## config.mk

```make
export PLATFORM = sky130hd
export DESIGN_NAME = combo_lock_fsm
export DESIGN_NICKNAME = d
export VERILOG_FILES = /design/src/rtl/combo_lock_pkg.sv /design/src/rtl/combo_key_decode.sv /design/src/rtl/combo_lock_next.sv /design/src/rtl/combo_lock_reg.sv /design/src/rtl/combo_lock_fsm.sv
export SDC_FILE = /design/constraint.sdc
export NUM_CORES = 1
export LEC_CHECK = 0
export CAP_MARGIN = 30
export CORE_MARGIN = 2
export CORE_UTILIZATION = 49
export CTS_CLUSTER_DIAMETER = 120
export DETAILED_ROUTE_END_ITERATION = 10
export GPL_ROUTABILITY_DRIVEN = 1
export PLACE_DENSITY = 0.75
export SLEW_MARGIN = 20
export SYNTH_ARGS = -nofsm -noshare
export SYNTH_HDL_FRONTEND = slang
export SYNTH_HIERARCHICAL = 1
export SYNTH_SLANG_ARGS = --single-unit
export TNS_END_PERCENT = 5
```

## constraint.sdc

```tcl
create_clock -name clk -period 7.4 [get_ports clk]
set_input_delay 1.48 -clock clk [delete_from_list [all_inputs] [get_ports clk]]
set_output_delay 1.48 -clock clk [all_outputs]
set_load 0.05 [all_outputs]
```

## src/rtl/combo_lock_pkg.sv

```systemverilog
package combo_lock_pkg;

  typedef int unsigned uint_t;

  // Digit value of code position 0; the code runs upward from here.
  localparam uint_t FIRST_KEY = 1;

  // Digit expected at code position pos.
  function automatic uint_t code_key(input uint_t pos);
    return FIRST_KEY + pos;
  endfunction

endpackage

```

## src/rtl/combo_key_decode.sv

```systemverilog
module combo_key_decode #(
  parameter  int unsigned NUM_KEYS = 10,
  localparam int unsigned IW = $clog2(NUM_KEYS),
  localparam int unsigned CW = $clog2(NUM_KEYS + 1)
) (
  input  logic [NUM_KEYS-1:0] key_hot,
  output logic                key_single,
  output logic [IW-1:0]       key_idx
);

  logic [CW-1:0] hits;
  logic [IW-1:0] idx;

  // Count the raised lines and remember the position of the last one.
  always_comb begin
    hits = '0;
    idx  = '0;
    for (int i = 0; i < NUM_KEYS; i++) begin
      if (key_hot[i]) begin
        hits = hits + CW'(1);
        idx  = IW'(i);
      end
    end
  end

  assign key_single = (hits == CW'(1));
  assign key_idx    = idx;

endmodule

```

## src/rtl/combo_lock_next.sv

```systemverilog
module combo_lock_next
  import combo_lock_pkg::*;
#(
  parameter  int unsigned NUM_KEYS = 10,
  parameter  int unsigned CODE_LEN = 5,
  localparam int unsigned IW = $clog2(NUM_KEYS),
  localparam int unsigned SW = $clog2(CODE_LEN + 1)
) (
  input  logic [SW-1:0] match_q,
  input  logic          key_stb,
  input  logic          key_single,
  input  logic [IW-1:0] key_idx,
  output logic [SW-1:0] match_d,
  output logic          adv_w,
  output logic          restart_w,
  output logic          clear_w
);

  localparam logic [SW-1:0] TOP = SW'(CODE_LEN);

  logic below_top;
  logic want_hit;
  logic first_hit;

  assign below_top = (match_q < TOP);
  assign want_hit  = key_single && (uint_t'(key_idx) == code_key(uint_t'(match_q)));
  assign first_hit = key_single && (uint_t'(key_idx) == FIRST_KEY);

  // Priority: advance, then restart on the first digit, then clear.
  assign adv_w     = key_stb && below_top && want_hit;
  assign restart_w = key_stb && !adv_w && first_hit;
  assign clear_w   = key_stb && !adv_w && !restart_w;

  always_comb begin
    if (adv_w)          match_d = match_q + SW'(1);
    else if (restart_w) match_d = SW'(1);
    else if (clear_w)   match_d = '0;
    else                match_d = match_q;
  end

endmodule

```

## src/rtl/combo_lock_reg.sv

```systemverilog
module combo_lock_reg #(
  parameter int unsigned SW = 3
) (
  input  logic          clk,
  input  logic          rst,
  input  logic [SW-1:0] match_d,
  output logic [SW-1:0] match_q
);

  always_ff @(posedge clk) begin
    if (rst) match_q <= '0;
    else     match_q <= match_d;
  end

endmodule

```

## src/rtl/combo_lock_fsm.sv

```systemverilog
module combo_lock_fsm #(
  parameter int unsigned NUM_KEYS = 10,
  parameter int unsigned CODE_LEN = 5
) (
  input  logic                clk,
  input  logic                rst,
  input  logic                key_stb,
  input  logic [NUM_KEYS-1:0] key_hot,
  output logic                open_o
);

  localparam int unsigned IW = $clog2(NUM_KEYS);
  localparam int unsigned SW = $clog2(CODE_LEN + 1);

  logic          key_single;
  logic [IW-1:0] key_idx;
  logic [SW-1:0] match_q;
  logic [SW-1:0] match_d;
  logic          adv_w;
  logic          restart_w;
  logic          clear_w;

  combo_key_decode #(.NUM_KEYS(NUM_KEYS)) u_decode (
    .key_hot    (key_hot),
    .key_single (key_single),
    .key_idx    (key_idx)
  );

  combo_lock_next #(.NUM_KEYS(NUM_KEYS), .CODE_LEN(CODE_LEN)) u_next (
    .match_q    (match_q),
    .key_stb    (key_stb),
    .key_single (key_single),
    .key_idx    (key_idx),
    .match_d    (match_d),
    .adv_w      (adv_w),
    .restart_w  (restart_w),
    .clear_w    (clear_w)
  );

  combo_lock_reg #(.SW(SW)) u_reg (
    .clk     (clk),
    .rst     (rst),
    .match_d (match_d),
    .match_q (match_q)
  );

  // Moore output: full prefix held.
  assign open_o = (match_q == SW'(CODE_LEN));

endmodule

```

# Yosys cells after proc, flatten, opt, wreduce, memory -nomap -nowiden
# Cells that the tools add are included.
[word_totals]
output_inout_bits = 1
elab_cells = 49
register_bits = 3
input_bits = 13
[op_classes]
n_reduce_logical = 10
add_sub_neg = 11
mux = 22
n_eq_ne = 4
order_cmp = 1
[ops]
columns = ["cell", "n"]
rows = [
  ["two-way mux 4 bit", 11],
  ["adder 4 x 1 -> 4 bit (second input constant)", 8],
  ["equality test 4 x 32 -> 1 bit", 1],
  ["two-way mux 3 bit", 7],
  ["equality test 4 x 1 -> 1 bit (second input constant)", 2],
  ["logical AND 1 bit", 7],
  ["adder 1 x 3 -> 4 bit (first input constant)", 1],
  ["two-way mux 2 bit", 2],
  ["adder 3 x 1 -> 3 bit (second input constant)", 1],
  ["equality test 3 bit (second input constant)", 1],
  ["less-than comparator 3 bit (second input constant)", 1],
  ["nonzero test 3 bit", 1],
  ["adder 1 x 1 -> 2 bit (second input constant)", 1],
  ["logical NOT 1 bit", 2],
  ["two-way mux 1 bit", 2],
]

# Longest topological paths before layout
[logic_depth]
word_depth = 30
ltp_mapped = 34
ltp_nobuf = 33

# Cells and area by module
# Netlist, hierarchy kept.
[by_module_without_submodules]
columns = ["mod", "n_inst", "cells_each", "area_per_inst_um2", "seq_area_each_um2"]
rows = [
  ["combo_key_decode", 1, 99, 750.7, 0.0],
  ["combo_lock_next", 1, 23, 181.4, 0.0],
  ["combo_lock_reg", 1, 6, 78.8, 60.1],
  ["combo_lock_fsm", 1, 1, 8.8, 0.0],
]

# Worst setup path after synthesis
# No wires, ideal clock.
[synth_timing]
kind = "in2reg"
from = "input port key_hot[0]"
to = "register u_reg.match_q[0]"
setup_slack_ns = -0.016
t_arrival_ns = 7.302
required_ns = 7.286
n_path_buf = 1
path_stages = 34
setup_time_ns = 0.114
path_cell_list = "inv_1 -> ha_1 -> xnor2_2 -> inv_1 -> ha_1 -> nand2_1 -> o31ai_1 -> ha_1 -> mux2_2 -> ha_1 -> nor2b_1 -> a21oi_1 -> or2_2 -> ha_1 -> nand2b_1 -> o31ai_1 -> inv_1 -> ha_1 -> nand2_1 -> o21ai_0 -> ha_1 -> mux2_2 -> ha_1 -> xnor2_1 -> xnor2_1 -> a2bb2oi_1 -> o32ai_2 -> and3b_1 -> nand3b_1 -> nor4b_4 -> and2_1 -> buf_6 -> o32a_1 -> nor2b_1"
[synth_between]
word_cells_on_any_way = 31
cone_classes = "9 x add/sub; 1 x eq/ne; 12 x mux; 9 x reduce/logical"
[synth_lines]
columns = ["item", "line", "rtl"]
rows = [
  ["start, declared", "combo_lock_fsm.sv:8", "input logic [NUM_KEYS-1:0] key_hot,"],
  ["two-way mux 1 bit *", "combo_key_decode.sv:19", "if (key_hot[i]) begin"],
  ["adder 1 x 1 -> 2 bit", "combo_key_decode.sv:20", "hits = hits + CW'(1);"],
  ["two-way mux 4 bit *", "combo_key_decode.sv:19", ""],
  ["adder 4 x 1 -> 4 bit", "combo_key_decode.sv:20", ""],
  ["two-way mux 4 bit *", "combo_key_decode.sv:19", ""],
  ["adder 4 x 1 -> 4 bit", "combo_key_decode.sv:20", ""],
  ["two-way mux 4 bit *", "combo_key_decode.sv:19", ""],
  ["adder 4 x 1 -> 4 bit", "combo_key_decode.sv:20", ""],
  ["(+12 left out)", "-", ""],
  ["net key_single", "combo_lock_fsm.sv:15", "logic key_single;"],
  ["logical AND 1 bit *", "combo_lock_next.sv:26", "assign want_hit = key_single && (uint_t'(key_idx) == code_key(uint_t'(match_q)));"],
  ["logical AND 1 bit *", "combo_lock_next.sv:30", "assign adv_w = key_stb && below_top && want_hit;"],
  ["net adv_w", "combo_lock_fsm.sv:19", "logic adv_w;"],
  ["logical NOT 1 bit", "combo_lock_next.sv:31", "assign restart_w = key_stb && !adv_w && first_hit;"],
  ["logical AND 1 bit (2 in a row)", "combo_lock_next.sv:31", ""],
  ["two-way mux 3 bit", "combo_lock_next.sv:36", "else if (restart_w) match_d = SW'(1);"],
  ["two-way mux 3 bit *", "combo_lock_next.sv:35", "if (adv_w) match_d = match_q + SW'(1);"],
  ["net match_d[0]", "combo_lock_fsm.sv:18", "logic [SW-1:0] match_d;"],
  ["end signal, assigned", "combo_lock_reg.sv:12", "else match_q <= match_d;"],
  ["end, declared", "combo_lock_reg.sv:7", "output logic [SW-1:0] match_q"],
]
# Mark *: on every way through the listed nets, which the timed path passes. The rest lies on a longest branch.
# A chain may end at the register's enable or synchronous reset.

# Worst setup path in the final report
# Same ends and word-level chain as after synthesis.

==> results.sh <==
export IMPL_setup_viol=0
export IMPL_cts_tree="built"
export IMPL_grt_overflow=0
export IMPL_nets=179
export IMPL_numCtsBuffers=3
export IMPL_hold_buffers=0
export IMPL_routed_via_density=5.32
export IMPL_finalWirelength_um=2180
export IMPL_worst_pin_slew_ps=821
export IMPL_clk_latency_ps=240
export IMPL_grt_pass1_wl_um=3790
export IMPL_power_total_uw=307
export IMPL_finalCritPeriodShare_pct=95.3
export IMPL_power_density_mw_per_mm2=220
export IMPL_critPathLaunch="key_hot[0]"
export IMPL_regMostFlops="u_reg/match_q"
export IMPL_cp_max_fo=4
export IMPL_rows=16
export IMPL_grt_start_max_net_pins=11
export IMPL_fp_dieW_um=49.3
export IMPL_worstReg2RegEnd="u_reg/match_q[0]"
export IMPL_dr_pass1_iters=4
export IMPL_final_util_pct=71.8
export IMPL_wire_per_inst_um=12.0
export IMPL_largest_reg_flops=3
export IMPL_min_path_type="reg -> reg"
export IMPL_antenna_cells=0
export IMPL_outcome="finished, final reports clean"
export IMPL_dp_hpwl_um=1650
export IMPL_rr_worst_depth=6
export IMPL_regArea_um2=60.1
export IMPL_critPathMostFrequentCell="ha_1"
export IMPL_crit_arrival_ps=7230
export IMPL_core_mm2=0.00194
export IMPL_hold_worst_slack_ps=655
export IMPL_cp_required_ps=7580
export IMPL_place_ws_ps=-515
export IMPL_irDropWorstVdd_v=0.000187
export IMPL_nFillCells=154
export IMPL_p_leak_uw=0.000604
export IMPL_slowest_delay_ps=340
export IMPL_drive_above_1_share_pct=31.0
export IMPL_drc_errors=0
export IMPL_fmax_mhz=142
export IMPL_r2r_slack_ps=5620
export IMPL_cp_start_kind="input port"
export IMPL_num_vias=968
export IMPL_multi_input_area_um2=983
export IMPL_num_io_pins=14
export IMPL_yosys_warnings=6
export IMPL_critical_path_class="in -> reg"
export IMPL_crit_path_end_kind="flip-flop"
export IMPL_slew_headroom_pct=44.8
export IMPL_endpoint="u_reg/match_q[0]"
export IMPL_postSynthAreaPerCell_um2=7.93
export IMPL_drt_iter0_markers=7
export IMPL_htree_levels=1
export IMPL_grt_pass1_vias=954
export IMPL_rr_startpoint="u_reg/match_q[0]"
export IMPL_netlist_area_mm2=0.00101
export IMPL_ant_nets=0
export IMPL_dpl_cell_area_mm2=0.00125
export IMPL_dieArea_mm2=0.00243
export IMPL_io_buffer_count=13
export IMPL_slew_viol_final=0
export IMPL_gp_congestion=0.824
export IMPL_grt_usage_pct=19.4
export IMPL_skew_ps=1.73
export IMPL_fin_ws_ps=347
export IMPL_post_route_min_period_ps=7050
export IMPL_root_buffer="clkbuf_4"
export IMPL_initial_core_util_pct=51.9
export IMPL_antenna_found_initial=0
export IMPL_netlist_instances=127
export IMPL_fin_area_mm2=0.00140
export IMPL_top_regs="u_reg/match_q (3)"
export IMPL_cpMaxStageDelayCell="nor4b_4"
export IMPL_cap_violations=0
export IMPL_path_clk_slew_ps=40
export IMPL_finalHoldViolCount=0
export IMPL_syn_num_nets=150
export IMPL_area_growth_pct=38.5
export IMPL_cts_buffer_depth=2
export IMPL_fp_dieH_um=49.3
export IMPL_clkSinkCount=3
==> layer usage <==
metal | vias to the layer above | GRT usage (%) | part of all wire (%)
met1 | 450 | 22.1 | 43
met4 | 0 | 4.29 | 1.7
li1 | 495 | - | -
met5 | - | 0 | 0
met3 | 4 | 2.76 | 2.8
met2 | 19 | 37.4 | 52
==> final cells by class <==
cell class                      count  share of cell area [%]
Clock buffer                        4                    1.88
Timing Repair Buffer               31                    19.0
Tap cell                           27                    2.42
Sequential cell                     3                    4.30
Multi-Input combinational cell    110                    70.5
Inverter                            7                    1.88
==> cell usage in the layout (no fill, tap or decap), types with 2 or more instances in the layout <==
cell type and n:
buf_4 18, clkdlybuf4s50_1 10, clkbuf_4 3, or2_2 2, nor2_1 9, dlygate4sd2_1 2, o21ai_0 2, xor2_1 6
dfxtp_1 3, nand3_1 4, xnor2_1 15, a31oi_1 2, inv_1 4, ha_4 4, nand3b_1 3, ha_1 5
xnor2_2 2, inv_2 3, nor2b_1 4, a21oi_1 7, nand2_1 11, and3b_1 3
==> worst min-delay path by stage <==
stage | to | slack [ps] | cells past startpoint | start
floorplan | u_reg/match_q[1] | 600 | 2 | u_reg/match_q[1]
global placement | u_reg/match_q[1] | 640 | 2 | u_reg/match_q[1]
detailed placement | u_reg/match_q[1] | 640 | 2 | u_reg/match_q[1]
CTS | u_reg/match_q[1] | 650 | 2 | u_reg/match_q[1]
global route | u_reg/match_q[1] | 710 | 2 | u_reg/match_q[1]
finish | u_reg/match_q[1] | 660 | 2 | u_reg/match_q[1]
==> report_power, final <==
part / internal (µW) / switching, µW / leakage (µW)
clock network: 20.3 / 9.93 / 0.0000150
registers: 16.6 / 0.645 / 0.0000242
logic: 149 / 110 / 0.000565
total: 186 / 121 / 0.000604
==> per-stage QoR <==
stage	cells	TNS (ps)
floorplan	127	0
global placement	176	-897
CTS	181	0
finish	182	0
global route	182	-20.4
detailed placement	176	-1380
==> timing repair <==
item	CTS	global route
buffers inserted	1	1
endpoints found under the setup margin	3	3
pin swaps	6	8
gates resized for setup	10	13
==> critical path: cells and delay by family <==
family / cells / cell delay, ps
XOR/XNOR: 2 / 260
AO/OA/AOI/OAI: 7 / 720
multiplexers: 2 / 560
AND/OR/NAND/NOR: 12 / 1760
adder cells (fa/ha/maj): 8 / 1980
buffers and inverters: 3 / 490
Power figures use the tool's default switching activity.
